<file path="src/rtl/spi_drv_pkg.sv">
package spi_drv_pkg;

  // Synchronised view of one asynchronous input line.
  typedef struct packed {
    logic lvl;
    logic rise;
    logic fall;
  } edge_t;

  localparam int unsigned SYNC_DEPTH_DEF = 2;

endpackage

</file>
<file path="src/rtl/sync_edge.sv">
module sync_edge
  import spi_drv_pkg::*;
#(
  parameter int unsigned STAGES  = 2,
  parameter bit          RST_VAL = 1'b0
) (
  input  logic  clk,
  input  logic  rst,
  input  logic  din,
  output edge_t ev
);

  logic [STAGES-1:0] sh_q;
  logic              prev_q;

  always_ff @(posedge clk) begin
    if (rst) begin
      sh_q   <= {STAGES{RST_VAL}};
      prev_q <= RST_VAL;
    end else begin
      sh_q   <= {sh_q[STAGES-2:0], din};
      prev_q <= sh_q[STAGES-1];
    end
  end

  always_comb begin
    ev.lvl  = sh_q[STAGES-1];
    ev.rise = sh_q[STAGES-1] & ~prev_q;
    ev.fall = ~sh_q[STAGES-1] & prev_q;
  end

endmodule

</file>
<file path="src/rtl/spi_shifter.sv">
module spi_shifter #(
  parameter int unsigned WORD_W = 16,
  parameter int unsigned CMD_W  = 8
) (
  input  logic              clk,
  input  logic              rst,
  input  logic              en,
  input  logic              cs_fall,
  input  logic              cs_rise,
  input  logic              sclk_rise,
  input  logic              sclk_fall,
  input  logic              si_bit,
  input  logic [WORD_W-1:0] status,
  output logic              sdo,
  output logic              sdo_oe,
  output logic              commit,
  output logic [CMD_W-1:0]  cmd_bits
);

  localparam int unsigned CW     = $clog2(WORD_W + 2);
  localparam logic [CW-1:0] FULL = CW'(WORD_W);
  localparam logic [CW-1:0] OVER = CW'(WORD_W + 1);

  logic              active_q;
  logic [CW-1:0]     cnt_q;
  logic [WORD_W-1:0] tx_q;
  logic [CMD_W-1:0]  rx_q;
  logic              commit_q;

  always_ff @(posedge clk) begin
    if (rst || !en) begin
      active_q <= 1'b0;
      cnt_q    <= '0;
      tx_q     <= '0;
      rx_q     <= '0;
      commit_q <= 1'b0;
    end else begin
      commit_q <= 1'b0;
      if (cs_fall) begin
        active_q <= 1'b1;
        cnt_q    <= '0;
        tx_q     <= status;
      end else if (active_q) begin
        if (cs_rise) begin
          active_q <= 1'b0;
          commit_q <= (cnt_q == FULL);
        end else begin
          if (sclk_rise) begin
            rx_q <= {rx_q[CMD_W-2:0], si_bit};
            if (cnt_q != OVER) cnt_q <= cnt_q + 1'b1;
          end
          if (sclk_fall) tx_q <= {tx_q[WORD_W-2:0], 1'b0};
        end
      end
    end
  end

  assign sdo      = tx_q[WORD_W-1];
  assign sdo_oe   = active_q;
  assign commit   = commit_q;
  assign cmd_bits = rx_q;

  p_cnt_sat_r6: assert property (@(posedge clk) disable iff (rst)
    cnt_q <= OVER);

  p_oe_off_r2: assert property (@(posedge clk) disable iff (rst)
    (active_q && cs_rise) |=> !sdo_oe);

  p_snapshot_r4: assert property (@(posedge clk) disable iff (rst)
    (en && cs_fall) |=> (tx_q == $past(status)));

  p_no_commit_idle_r7: assert property (@(posedge clk) disable iff (rst)
    !active_q |=> !commit);

endmodule

</file>
<file path="src/rtl/cmd_reg.sv">
module cmd_reg #(
  parameter int unsigned NUM_DRV = 8
) (
  input  logic               clk,
  input  logic               rst,
  input  logic               en,
  input  logic               commit,
  input  logic [NUM_DRV-1:0] cmd_bits,
  output logic [NUM_DRV-1:0] drv_on
);

  logic [NUM_DRV-1:0] drv_q;

  always_ff @(posedge clk) begin
    if (rst || !en)   drv_q <= '0;
    else if (commit)  drv_q <= cmd_bits;
  end

  assign drv_on = drv_q;

  p_stable_r9: assert property (@(posedge clk) disable iff (rst)
    (en && !commit) |=> $stable(drv_q));

  p_apply_r5: assert property (@(posedge clk) disable iff (rst)
    (en && commit) |=> (drv_q == $past(cmd_bits)));

endmodule

</file>
<file path="src/rtl/spi_drv_ctrl.sv">
module spi_drv_ctrl
  import spi_drv_pkg::*;
#(
  parameter int unsigned WORD_W     = 16,
  parameter int unsigned NUM_DRV    = 8,
  parameter int unsigned SYNC_DEPTH = SYNC_DEPTH_DEF
) (
  input  logic               clk,
  input  logic               rst,
  input  logic               en,
  input  logic               sclk_in,
  input  logic               csn_in,
  input  logic               sdi,
  input  logic [NUM_DRV-1:0] fault_flags,
  output logic               sdo,
  output logic               sdo_oe,
  output logic [NUM_DRV-1:0] drv_on
);

  localparam int unsigned NLINES     = 3;
  localparam logic [NLINES-1:0] RSTV = 3'b001;  // csn idles high

  logic [NLINES-1:0] raw;
  edge_t             ev [NLINES];

  assign raw = {sdi, sclk_in, csn_in};

  for (genvar g = 0; g < NLINES; g++) begin : g_sync
    sync_edge #(.STAGES(SYNC_DEPTH), .RST_VAL(RSTV[g])) u_sync (
      .clk (clk),
      .rst (rst),
      .din (raw[g]),
      .ev  (ev[g])
    );
  end

  logic [WORD_W-1:0]  status_w;
  logic               commit;
  logic [NUM_DRV-1:0] cmd_bits;

  assign status_w = {{(WORD_W-NUM_DRV){1'b0}}, fault_flags};

  spi_shifter #(.WORD_W(WORD_W), .CMD_W(NUM_DRV)) u_shift (
    .clk       (clk),
    .rst       (rst),
    .en        (en),
    .cs_fall   (ev[0].fall),
    .cs_rise   (ev[0].rise),
    .sclk_rise (ev[1].rise),
    .sclk_fall (ev[1].fall),
    .si_bit    (ev[2].lvl),
    .status    (status_w),
    .sdo       (sdo),
    .sdo_oe    (sdo_oe),
    .commit    (commit),
    .cmd_bits  (cmd_bits)
  );

  cmd_reg #(.NUM_DRV(NUM_DRV)) u_cmd (
    .clk      (clk),
    .rst      (rst),
    .en       (en),
    .commit   (commit),
    .cmd_bits (cmd_bits),
    .drv_on   (drv_on)
  );

  p_sleep_r8: assert property (@(posedge clk) disable iff (rst)
    !en |=> (drv_on == '0 && !sdo_oe));

endmodule

</file>
<file path="config.mk">
export PLATFORM = sky130hd
export DESIGN_NAME = spi_drv_ctrl
export DESIGN_NICKNAME = d
export VERILOG_FILES = /design/src/rtl/spi_drv_pkg.sv /design/src/rtl/sync_edge.sv /design/src/rtl/spi_shifter.sv /design/src/rtl/cmd_reg.sv /design/src/rtl/spi_drv_ctrl.sv
export SDC_FILE = /design/constraint.sdc
export NUM_CORES = 1
export LEC_CHECK = 0
export ABC_AREA = 1
export BUFFER_PORTS_ARGS = -buffer_cell sky130_fd_sc_hd__buf_2
export CAP_MARGIN = 20
export CORE_MARGIN = 4
export CORE_UTILIZATION = 51
export DETAILED_ROUTE_END_ITERATION = 16
export PLACE_DENSITY = 0.74
export SYNTH_ARGS = -nofsm -noshare
export SYNTH_HDL_FRONTEND = slang
export SYNTH_SLANG_ARGS = --single-unit
</file>
<file path="constraint.sdc">
create_clock -name clk -period 1.4 [get_ports clk]
set_clock_uncertainty 0.1 [all_clocks]
set_input_delay 0.21 -clock clk [delete_from_list [all_inputs] [get_ports clk]]
set_output_delay 0.21 -clock clk [all_outputs]
set_load 0.05 [all_outputs]
</file>
# After elaboration in Yosys (flattened, before gate mapping)

Index checks and enable logic that the tools add are counted.

Mux-type cells: 7
Add/subtract/negate cells: 1
Divide/modulo/power cells: 0
Bitwise logic cells: 11
Multiply operators: 0
Shifts and indexed selects: 0
Reduce and logical (&&, ||, !) cells: 10
Equal/unequal tests: 3
Magnitude comparators: 0

Operators with widths:

| cell                                                   | count |
|---|---|
| 2-to-1 mux 8 bit                                       | 4 |
| AND reduction 4 bit                                    | 2 |
| NOT 1 bit                                              | 7 |
| AND reduction 3 bit                                    | 2 |
| adder 5 x 1 -> 5 bit (second input constant)           | 1 |
| equality test 5 bit (second input constant)            | 1 |
| inequality test 5 bit (second input constant)          | 1 |
| bitwise AND 1 bit                                      | 4 |
| nonzero test 2 bit                                     | 2 |
| OR reduction 4 bit                                     | 1 |
| 2-to-1 mux 1 bit                                       | 3 |
| inequality test 2 x 1 -> 1 bit (second input constant) | 1 |
| OR reduction 2 bit                                     | 1 |
| logical NOT 1 bit                                      | 1 |
| logical OR 1 bit                                       | 1 |

Input bits: 14
Latch bits: 0
Bits in read-only memories: 0
Memories: 0
Register bits: 47
Output and inout port bits: 10
Bits in writable memories: 0
Word-level logic and storage cells: 44

# Depth between registers and ports, before layout

Gate-level depths: netlist (run 1).

Depth in word-level cells: 6
Mapped depth: 9
Depth with buffers taken out: 9

# By module

Synthesis (run 1) repeated with hierarchy kept, for this count alone.

Cell total of the unflattened synthesis: 291
Area, all modules: 2,090.8 um2

Modules (own cells, without submodules):

| module                            | sequential area each (um2) | instances | area an instance (um2) | cells each |
|---|---|---|---|---|
| spi_shifter                       | 620.6                      | 1         | 1,496.4                | 214 |
| cmd_reg                           | 160.2                      | 1         | 282.8                  | 36 |
| sync_edge at g_sync[1].u_sync ... | 60.1                       | 2         | 101.3                  | 13 |
| sync_edge at g_sync[0].u_sync     | 60.1                       | 1         | 105.1                  | 14 |
| spi_drv_ctrl                      | 0.0                        | 1         | 3.8                    | 1 |

# Least setup slack after synthesis (run 1)

Ideal clock, no wire load.

Path kind: reg-to-reg
Start: reg u_shift.active_q, in the netlist u_shift.sdo_oe
End: reg u_shift.cnt_q[4]
Setup time: 117 ps
Stages on the path, launching flop included: 6
Period minus slack after synthesis: 1,492 ps
Arrival time: 1,275 ps
Path slack: -92 ps
Buffers on the path: 0
Data required time: 1,183 ps
Cell sequence: dfxtp_1 -> nand2_2 -> nor2_8 -> nand2_4 -> nor2_1 -> nor2_1

Longest elaborated chain between the ends: 1

RTL lines:

| what                          | line              | text |
|---|---|---|
| from (decl)                   | spi_shifter.sv:24 | `logic active_q;` |
| from (signal assigned)        | spi_shifter.sv:32 | `active_q <= 1'b0;` |
| from (signal assigned)        | spi_shifter.sv:40 | `active_q <= 1'b1;` |
| from (signal assigned)        | spi_shifter.sv:45 | `active_q <= 1'b0;` |
| AND reduction 4 bit (no line) | n/a               |  |
| to (signal assigned)          | spi_shifter.sv:50 | `if (cnt_q != OVER) cnt_q <= cnt_q + 1'b1;` |
| to (decl)                     | spi_shifter.sv:25 | `logic [CW-1:0] cnt_q;` |

No other way between the ends.
A chain may end at the register's enable or synchronous reset.

# Worst setup path after layout (run 1)

Start: reg g_sync[0].u_sync.prev_q
End: reg u_shift.cnt_q[4]

Longest elaborated chain between the ends: 4
Elaborated cells on any way between the ends: 6
Classes of those cells: 4 x bitwise; 2 x reduce/logical

RTL lines:

| what                          | line            | text |
|---|---|---|
| from (decl)                   | sync_edge.sv:14 | `logic prev_q;` |
| from (signal assigned)        | sync_edge.sv:22 | `prev_q <= sh_q[STAGES-1];` |
| NOT 1 bit                     | sync_edge.sv:28 | `ev.rise = sh_q[STAGES-1] & ~prev_q;` |
| bitwise AND 1 bit             | sync_edge.sv:28 |  |
| NOT 1 bit (no line)           | n/a             |  |
| AND reduction 4 bit (no line) | n/a             |  |

Parallel ways exist; a longest one is shown, timed or not.

==> results of run 1 <==
==> cells by family after synthesis <==
group	count (synthesis)
buffers and inverters	26
adders and majority gates	6
and+or+nand+nor	126
xor gates and xnor gates	2
DFF	47
AOI/OAI and AO/OA	37
==> flip-flops by register name (all words and copies together) (netlist names) <==
name,count
u_shift.tx_q,16
u_cmd.drv_on,8
u_shift.cmd_bits,8
g_sync.u_sync.sh_q,6
u_shift.cnt_q,5
g_sync.u_sync.prev_q,2
u_shift.commit,1
u_shift.sdo_oe,1
==> per-stage QoR <==
step	setup TNS, ps	utilization	power, W
after global routing	-132	0.626	0.00250
final	0	0.626	0.00239
after floorplan	0	-	0.00148
after CTS	0	0.612	0.00241
after detailed placement	-778	0.577	0.00152
after global placement	-170	0.577	0.00152
==> power groups by stage <==
stage / clock network, W / registers [W] / logic [W]
3_3_place_gp: 0 / 0.00139 / 0.000126
6_report: 0.000891 / 0.00136 / 0.000141
4_1_cts: 0.000920 / 0.00136 / 0.000132
5_1_grt: 0.000978 / 0.00136 / 0.000162
2_1_floorplan: 0 / 0.00139 / 0.0000890
3_5_place_dp: 0 / 0.00139 / 0.000128
==> worst reg2reg max path, stage by stage (launching register included) <==
cell and delay [ps]:
dfxtp_2 340, inv_1 50, ha_1 200, inv_2 100
nand2_4 70, nor2_8 160, nand2_4 90, nor2_1 110
nor2_1 40
==> repair_timing <==
action	in CTS	in global routing
pin swaps	0	1
cloned	0	1
hold buffers	1	0
endpoints found under the hold margin	1	0
resized for setup	6	29
endpoints found under the setup margin	28	30
==> layout make-up <==
class                      instances  share of cell area
sequential                        47               0.413
timing repair buffer              30              0.0753
clock inverter                     1             0.00327
clock buffer                       7              0.0420
tap                               48              0.0262
inverter                          20              0.0382
multi-input combinational        172               0.402
==> Yosys cell counts <==
library cell / number / area (um^2)
nor2_1: 55 / 206
dfxtp_1: 47 / 941
nand2_1: 45 / 169
o21ai_0: 17 / 85.1
inv_1: 16 / 60.1
a21oi_1: 13 / 65.1
nand3_1: 8 / 40.0
a21boi_0: 7 / 52.6
ha_1: 6 / 75.1
nand2_2: 4 / 25.0
buf_6: 3 / 33.8
nand3_2: 3 / 30.0
or2_2: 3 / 18.8
clkinv_2: 2 / 10.0
nand4_1: 2 / 12.5
nor2_8: 2 / 40.0
buf_2: 1 / 5.00
buf_4: 1 / 7.51
clkbuf_1: 1 / 3.75
clkinv_1: 1 / 3.75
inv_2: 1 / 3.75
nand2_4: 1 / 11.3
nand4_2: 1 / 12.5
nor2_2: 1 / 6.26
nor4_1: 1 / 6.26
xnor2_1: 1 / 8.76
xor2_1: 1 / 8.76
==> worst paths after layout <==
kind,from,end,slack (ps),cells after the start
setup / recovery,g_sync[0].u_sync.prev_q,u_shift.cnt_q[4],30,8
hold / removal,sdi,g_sync[2].u_sync.sh_q[0],10,3
setup reg to reg,g_sync[0].u_sync.prev_q,u_shift.cnt_q[4],30,8
hold reg to reg,g_sync[1].u_sync.sh_q[0],g_sync[1].u_sync.sh_q[1],310,2
==> per-layer routing <==
metal	vias to the layer above	share of wire	GRT usage
met2	19	0.47	0.263
met5	-	0	0
met3	5	0.035	0.0551
met1	699	0.49	0.185
li1	843	-	-
met4	0	0.0098	0.0447
==> impl_metrics.csv, run 1 <==
group,metric,value,unit
synth,synth_compound_gate_area_share,0.104,
critical_path,critical_path_buf_inv_count,2,
critical_path,timing_worst_setup_path_type,"flop to flop",
pwr,power.net_switching,0.000534,W
pwr,power.sequential.fraction,0.569,
floorplanning,die_y,69.7,um
clocking,cts_htree_levels,2,
cells_and_area,layoutNonFillerInstCount,325,
clocking,cts_setup_buffers,0,
cells_and_area,antenna_cells,0,
floorplanning,floorplan.rows,22,
floorplanning,die-area,0.00486,mm^2
sta,fin_crit,1370,ps
pwr,static-leakage-power,0.936,nW
sta,slew_headroom,0.786,
flow_run,cap_viol_max_count,0,
cells_and_area,layout_commonest_cell,"nor2_1",
place,buffer_ports.inserted,23,
route,vias,1566,
clocking,cts.sinks,47,
synth,combinational_family_with_the_most_area_after_synthesis,"simple AND/OR/NAND/NOR gates",
critical_path,worst_path_dominant_cell_family,"simple AND/OR/NAND/NOR gates",
global_routing,global_route_wire_length_before_repair,6.23,mm
cells_and_area,layout.nets,296,
synth,yosys_warn_count,0,
global_routing,globalRouteTotalUtil,0.155,
sta,max_freq,732,MHz
critical_path,critPathLaunchType,"flop",
synth,synthXorXnorAreaFrac,0.00902,
route,drt_drc_violations_left,0,
critical_path,cp_max_fo,6,
place,hpwl_detailed,2.50,mm
pwr,comb_power_share,0.059,
place,placement.setup.worst_slack,-88.2,ps
sta,slew_viol_final,0,
critical_path,critical_path_required,1490,ps
pwr,power_per_cell_area,1040,mW/mm^2
cells_and_area,stdcell_area,0.00229,mm^2
synth,ys_seq_elements,47,
route,routed_wire_length_per_instance,10.7,um
critical_path,critPathCaptureType,"flop",
hold_path,timing.hold.worst.class,"primary input to flop",
synth,synthCells,244,
sta,max_slew.worst_pin.slew,321,ps
route,drt_iter0_drc,82,
synth,synth.net_count,264,
clocking,worst_skew_pair.late_latency,300,ps
sta,timing.hold.ws,13.4,ps
pwr,clock_power_share,0.372,
cells_and_area,area_growth_syn_to_layout,18.1,%
cells_and_area,multi_input_area,922,um^2
pwr,vdd_ir_drop_max,0.902,mV
sta,finalCritPeriodShare,0.976,
cells_and_area,layout_common_cells,"nor2_1, nand2_1, dfxtp_1",
sta,fin_ws,33.5,ps
synth,netlist_area,0.00194,mm^2
status,result_of_the_run,"finished, final reports clean",
place,placed_cells,315,
route,detailedRoute.firstPassIterationCount,4,
route,route.final.wire_length,3.47,mm
clocking,cts_tree,"yes",
global_routing,via_count_of_the_first_global_routing_pass,1444,
sta,finish_stage_setup_viols,0,
synth,area_share_of_fa_ha_maj_cells_after_synthesis,0.0387,
place,gp_routability_congestion,0.791,
place,placed_cell_area,0.00211,mm^2
cells_and_area,area.sequential,947,um^2
clocking,clk_pin_slew,90,ps
floorplanning,num_io_pins,24,
critical_path,cpMaxStageDelayCell,"dfxtp_2",
critical_path,critPathMaxStageDelay,340,ps
pwr,switching_part_of_the_total_power,0.223,
synth,yosysUniqueCellTypes,27,
floorplanning,placeableCoreArea,0.00366,mm^2
cells_and_area,num-fill-cells,320,
sta,rsz_0062_raised_after_global_routing,"yes",
floorplanning,floorplan.die.width,69.7,um
clocking,numCtsBuffers,5,
global_routing,antenna_found_initial,0,
route,detailed_route_vias_per_instance,4.82,
synth,synthSimpleGateAreaFrac,0.298,
floorplanning,initial_core_util,0.530,
route,drt.antenna.violating_nets,0,
sta,hold_violations,0,
synth,syn-mean-instance-area,7.96,um^2
critical_path,arrival,1460,ps
synth,seq_area_frac_synth,0.485,
global_routing,gr-total-overflow,0,
pwr,internal,0.00186,W
critical_path,critical_path.cell_chain,"inv_1 -> ha_1 -> inv_2 -> nand2_4 -> nor2_8 -> nand2_4 -> nor2_1 -> nor2_1",
cells_and_area,drive_above_1_share,0.231,
global_routing,largest_net_degree_at_the_start_of_global_routing,15,
clocking,cts.root.buffer_cell,"clkbuf_8",
synth,multiplexer_area_fraction_after_synthesis,0,
clocking,max-clock-path-buffers,2,
Power figures use the tool's default switching activity.
==> run 2, diff against run 1 <==
--- a/config.mk
+++ b/config.mk
@@ -9,9 +9,9 @@
 export BUFFER_PORTS_ARGS = -buffer_cell sky130_fd_sc_hd__buf_2
 export CAP_MARGIN = 20
 export CORE_MARGIN = 4
-export CORE_UTILIZATION = 51
+export CORE_UTILIZATION = 44
 export DETAILED_ROUTE_END_ITERATION = 16
-export PLACE_DENSITY = 0.74
+export PLACE_DENSITY = 0.66
 export SYNTH_ARGS = -nofsm -noshare
 export SYNTH_HDL_FRONTEND = slang
 export SYNTH_SLANG_ARGS = --single-unit
==> impl_metrics.csv, run 2 (synthesized netlist as in run 1, its figures left out) <==
group,metric,value,unit
floorplanning,floorplan.die.width,74.4,um
cells_and_area,antenna_cells,0,
cells_and_area,largest_register_ffs,16,
cells_and_area,drive_above_1_share,0.249,
route,vias,1575,
cells_and_area,multi_input_area,947,um^2
pwr,power.sequential.fraction,0.582,
clocking,max-clock-path-buffers,2,
route,drt_iter0_drc,96,
route,drt_drc_violations_left,0,
sta,finish_stage_setup_viols,0,
critical_path,arrival,1450,ps
clocking,cts.sinks,47,
global_routing,via_count_of_the_first_global_routing_pass,1396,
place,buffer_ports.inserted,23,
floorplanning,die_y,74.4,um
critical_path,ff2ff_setup_slack,50,ps
sta,max_freq,738,MHz
global_routing,grt.met1_usage,0.185,
critical_path,worst_r2r_path_depth,5,
floorplanning,die-area,0.00554,mm^2
floorplanning,floorplan.rows,23,
cells_and_area,max_flop_register,"u_shift.tx_q",
global_routing,met3_usage,0.0365,
hold_path,timing.hold.worst.class,"primary input to flop",
place,placement.setup.worst_slack,-34.8,ps
sta,finalCritPeriodShare,0.967,
cells_and_area,area_growth_syn_to_layout,20.7,%
cells_and_area,layout.nets,300,
pwr,internal,0.00182,W
floorplanning,placeableCoreArea,0.00414,mm^2
sta,timing.hold.ws,10.4,ps
sta,slew_viol_final,0,
critical_path,critPathLaunchType,"flop",
route,detailedRoute.firstPassIterationCount,4,
critical_path,regToRegEndpoint,"u_shift.cmd_bits[6]",
clocking,worst_skew_pair.late_latency,290,ps
floorplanning,num_io_pins,24,
pwr,vdd_ir_drop_max,0.517,mV
critical_path,cp_max_fo,9,
route,route.final.wire_length,3.62,mm
critical_path,critPathCaptureType,"flop",
critical_path,timing.rr.start,"g_sync[0].u_sync.sh_q[1]",
global_routing,gr-total-overflow,0,
status,result_of_the_run,"finished, final reports clean",
critical_path,cp-startpoint,"g_sync[0].u_sync.sh_q[1]",
cells_and_area,layout_common_cells,"nor2_1, nand2_1, dfxtp_1",
place,gp_routability_congestion,0.852,
sta,max_slew.worst_pin.slew,323,ps
route,detailed_route_vias_per_instance,4.76,
global_routing,global_route_wire_length_before_repair,6.04,mm
clocking,cts_tree,"yes",
route,routed_wire_length_per_instance,10.9,um
critical_path,timing.critical_path.to,"u_shift.cmd_bits[6]",
sta,rsz_0062_raised_after_global_routing,"yes",
clocking,numCtsBuffers,5,
pwr,clock_power_share,0.353,
global_routing,antenna_found_initial,0,
pwr,comb_power_share,0.065,
cells_and_area,layout_commonest_cell,"nor2_1",
hold_path,holdPathStages,3,
sta,fin_crit,1350,ps
pwr,power_per_cell_area,998,mW/mm^2
sta,hold_violations,0,
clocking,cts_htree_levels,2,
pwr,static-leakage-power,0.939,nW
hold_path,worst_hold_startpoint,"sdi",
place,hpwl_detailed,2.56,mm
sta,fin_ws,45.8,ps
global_routing,grt_busiest_layer,"met2",
flow_run,cap_viol_max_count,0,
global_routing,globalRouteTotalUtil,0.141,
floorplanning,initial_core_util,0.469,
pwr,switching_part_of_the_total_power,0.222,
sta,slew_headroom,0.783,
critical_path,timing_worst_setup_path_type,"flop to flop",
global_routing,grtUsageMet2,0.220,
route,drt.antenna.violating_nets,0,
cells_and_area,area.sequential,947,um^2
clocking,clk_pin_slew,80,ps
clocking,cts.root.buffer_cell,"clkbuf_8",
global_routing,largest_net_degree_at_the_start_of_global_routing,15,
pwr,power.net_switching,0.000518,W
critical_path,critical_path_required,1490,ps
cells_and_area,num-fill-cells,402,
## run 2: final cells by class
type | instances | share of cell area
clock buffer | 7 | 0.0368
clock inverter | 1 | 0.00374
sequential | 47 | 0.404
timing repair buffer | 34 | 0.0881
multi-input combinational | 172 | 0.404
tap | 50 | 0.0267
inverter | 20 | 0.0363
## run 2: power by group through the flow
stage	combinational [W]	sequential [W]	clock (W)
after floorplan	0.0000890	0.00139	0
after global placement	0.000131	0.00139	0
after detailed placement	0.000133	0.00139	0
after CTS	0.000141	0.00136	0.000860
after global routing	0.000171	0.00136	0.000928
final	0.000153	0.00136	0.000825
## run 2: per-layer routing
layer,vias up,wire length [um]
met3,7,180
met1,693,1810
met2,29,1570
met4,0,61
met5,-,0
li1,846,-
## run 2: what timing repair did
item                       in CTS  in global routing
setup buffers                   0                  2
hold buffers                    1                  0
cloned                          0                  1
resized for setup              10                 23
pin swaps                       1                  7
setup endpoints to repair      25                 29
hold endpoints to repair        1                  0
## run 2: how the worst min path moves through the flow
| stage | endpoint | slack (ps) |
|---|---|---|
| 6_report | g_sync[2].u_sync.sh_q[0] | 10 |
| 5_1_grt | g_sync[1].u_sync.sh_q[0] | 10 |
| 4_1_cts | g_sync[2].u_sync.sh_q[0] | 4 |
| 3_5_place_dp | g_sync[0].u_sync.sh_q[0] | 300 |
| 2_1_floorplan | g_sync[0].u_sync.sh_q[0] | 210 |
| 3_3_place_gp | g_sync[2].u_sync.sh_q[1] | 290 |
## run 2: worst max-delay path, stage by stage (launching register included)
cell and delay [ps]:
dfxtp_2 340, inv_1 50, ha_2 330, nand4_4 160, o21ai_0 220, nor2_1 60
## run 2: stage by stage
stage | instances | instance area [um^2] | TNS, ps | power, W | util
6_report | 331 | 2340 | 0 | 0.00234 | 0.566
5_1_grt | 331 | 2340 | -147 | 0.00246 | 0.566
4_1_cts | 328 | 2270 | -0.179 | 0.00236 | 0.548
3_5_place_dp | 319 | 2130 | -195 | 0.00152 | 0.514
3_3_place_gp | 319 | 2130 | 0 | 0.00152 | 0.514
2_1_floorplan | 244 | 1940 | 0 | 0.00148 | -
==> run 3, diff against run 2 <==
--- a/config.mk
+++ b/config.mk
@@ -11,7 +11,8 @@
 export CORE_MARGIN = 4
 export CORE_UTILIZATION = 44
 export DETAILED_ROUTE_END_ITERATION = 16
-export PLACE_DENSITY = 0.66
+export PLACE_DENSITY_LB_ADDON = 0.15
+export RECOVER_POWER = 100
 export SYNTH_ARGS = -nofsm -noshare
 export SYNTH_HDL_FRONTEND = slang
 export SYNTH_SLANG_ARGS = --single-unit
==> impl_metrics.csv, run 3 (synthesized netlist as in run 1, its figures left out) <==
group,metric,value,unit
status,result_of_the_run,"finished, final reports clean",
flow_run,cap_viol_max_count,0,
cells_and_area,layout_common_cells,"nor2_1, dfxtp_1, nand2_1",
critical_path,critical_path_required,1500,ps
global_routing,global_route_wire_length_before_repair,5.88,mm
global_routing,met3_usage,0.0527,
global_routing,globalRouteTotalUtil,0.139,
cells_and_area,area_growth_syn_to_layout,23.3,%
floorplanning,floorplan.rows,23,
sta,slew_headroom,0.789,
cells_and_area,max_flop_register,"u_shift.tx_q",
hold_path,timing.hold.worst.class,"primary input to flop",
place,hpwl_detailed,2.52,mm
critical_path,critPathLaunchType,"flop",
critical_path,critical_path.cell_chain,"inv_1 -> ha_2 -> inv_2 -> nand2_2 -> clkinv_2 -> o21ai_0 -> nor2_1",
critical_path,timing.rr.start,"g_sync[0].u_sync.sh_q[1]",
cells_and_area,layout.core_utilization,0.578,
route,detailedRoute.firstPassIterationCount,4,
global_routing,largest_net_degree_at_the_start_of_global_routing,17,
critical_path,arrival,1430,ps
floorplanning,floorplan.die.width,74.4,um
cells_and_area,largest_register_ffs,16,
pwr,vdd_ir_drop_max,0.781,mV
critical_path,critical_path_buf_inv_count,3,
critical_path,critPathCaptureType,"flop",
clocking,cts.root.buffer_cell,"clkbuf_8",
place,gp_routability_congestion,0.783,
hold_path,holdPathStages,3,
route,drt_drc_violations_left,0,
sta,finish_stage_setup_viols,0,
critical_path,worst_path_dominant_cell_family,"flip-flops",
clocking,clk_pin_slew,80,ps
floorplanning,placeableCoreArea,0.00414,mm^2
sta,hold_violations,0,
cells_and_area,drive_above_1_share,0.284,
sta,rsz_0062_raised_after_global_routing,"yes",
route,route.final.wire_length,3.59,mm
place,buffer_ports.inserted,23,
floorplanning,num_io_pins,24,
cells_and_area,layout.nets,304,
critical_path,cp_max_fo,9,
critical_path,timing_worst_setup_path_type,"flop to flop",
cells_and_area,antenna_cells,0,
clocking,cts.sinks,47,
global_routing,grt.met1_usage,0.185,
global_routing,grtUsageMet2,0.204,
critical_path,cpMaxStageDelayCell,"dfxtp_2",
route,routed_wire_length_per_instance,10.7,um
cells_and_area,layout_commonest_cell,"nor2_1",
hold_path,worst_hold_startpoint,"sclk_in",
sta,max_slew.worst_pin.slew,316,ps
sta,slew_viol_final,0,
global_routing,antenna_found_initial,0,
global_routing,gr-total-overflow,0,
sta,finalCritPeriodShare,0.953,
floorplanning,initial_core_util,0.469,
clocking,worst_skew_pair.late_latency,300,ps
critical_path,critPathMaxStageDelay,340,ps
critical_path,ff2ff_setup_slack,70,ps
place,placed_cells,323,
route,drt_iter0_drc,60,
cells_and_area,layoutNonFillerInstCount,335,
global_routing,grt_busiest_layer,"met2",
hold_path,min_delay_worst_endpoint,"g_sync[1].u_sync.sh_q[0]",
floorplanning,die_y,74.4,um
floorplanning,die-area,0.00554,mm^2
sta,max_freq,749,MHz
sta,fin_crit,1330,ps
route,detailed_route_vias_per_instance,4.64,
critical_path,regToRegEndpoint,"u_shift.tx_q[12]",
critical_path,worst_r2r_path_depth,7,
route,vias,1554,
clocking,cts_tree,"yes",
pwr,static-leakage-power,0.948,nW
clocking,cts_htree_levels,2,
clocking,numCtsBuffers,5,
pwr,power_per_cell_area,976,mW/mm^2
global_routing,via_count_of_the_first_global_routing_pass,1340,
route,drt.antenna.violating_nets,0,
clocking,max-clock-path-buffers,2,
[run 3: area by class of cell]
type	instances	area (um^2)
inverter	20	81.3
clock buffer	5	68.8
sequential	47	947
timing repair buffer	38	235
fill	407	1750
clock inverter	3	25.0
multi-input combinational	172	975
tap	50	62.6
[run 3: metal layers]
metal,routed length (um),part of all wire
met5,0,0
met4,58,0.016
met3,184,0.051
met2,1580,0.44
met1,1760,0.49
[run 3: power breakdown]
part	switching (W)	internal, W	total (W)	leakage (nW)
logic	0.0000895	0.0000719	0.000161	0.524
registers	0.0000104	0.00135	0.00136	0.380
clock network	0.000459	0.000357	0.000816	0.0443
[run 3: worst max path at each step]
| stage | to | startpoint | depth (start not counted) |
|---|---|---|---|
| floorplan | u_shift.cnt_q[4] | g_sync[0].u_sync.sh_q[1] | 8 |
| global placement | u_shift.tx_q[3] | g_sync[0].u_sync.sh_q[1] | 8 |
| detailed placement | u_shift.tx_q[3] | g_sync[0].u_sync.sh_q[1] | 8 |
| CTS | u_shift.cnt_q[4] | g_sync[0].u_sync.sh_q[1] | 7 |
| global route | u_shift.cmd_bits[2] | g_sync[0].u_sync.sh_q[1] | 6 |
| finish | u_shift.tx_q[12] | g_sync[0].u_sync.sh_q[1] | 7 |
[run 3: worst register-to-register path: stages, from the launching register on]
cell and delay [ps]:
dfxtp_2 340, inv_1 60, ha_2 210, inv_2 80, nand2_2 140, clkinv_2 140, o21ai_0 110, nor2_1 50
[run 3: per-stage QoR]
stage	hold WS, ps	setup WS, ps	cell area [um^2]	total power (W)	setup TNS [ps]
floorplan	214	31.3	1940	0.00148	0
global placement	291	-35.1	2160	0.00153	-229
detailed placement	295	-52.3	2160	0.00153	-286
CTS	6.61	-4.81	2290	0.00236	-4.81
global route	22.4	-50.3	2390	0.00245	-251
finish	13.9	65.7	2390	0.00234	0
[run 3: repair_timing]
| item | in CTS | in global routing |
|---|---|---|
| setup endpoints to repair | 16 | 29 |
| hold buffers | 2 | 0 |
| gates resized for setup | 3 | 35 |
| hold endpoints to repair | 2 | 0 |
| setup buffers | 0 | 1 |
| pin swaps | 0 | 5 |
| gates cloned | 0 | 1 |
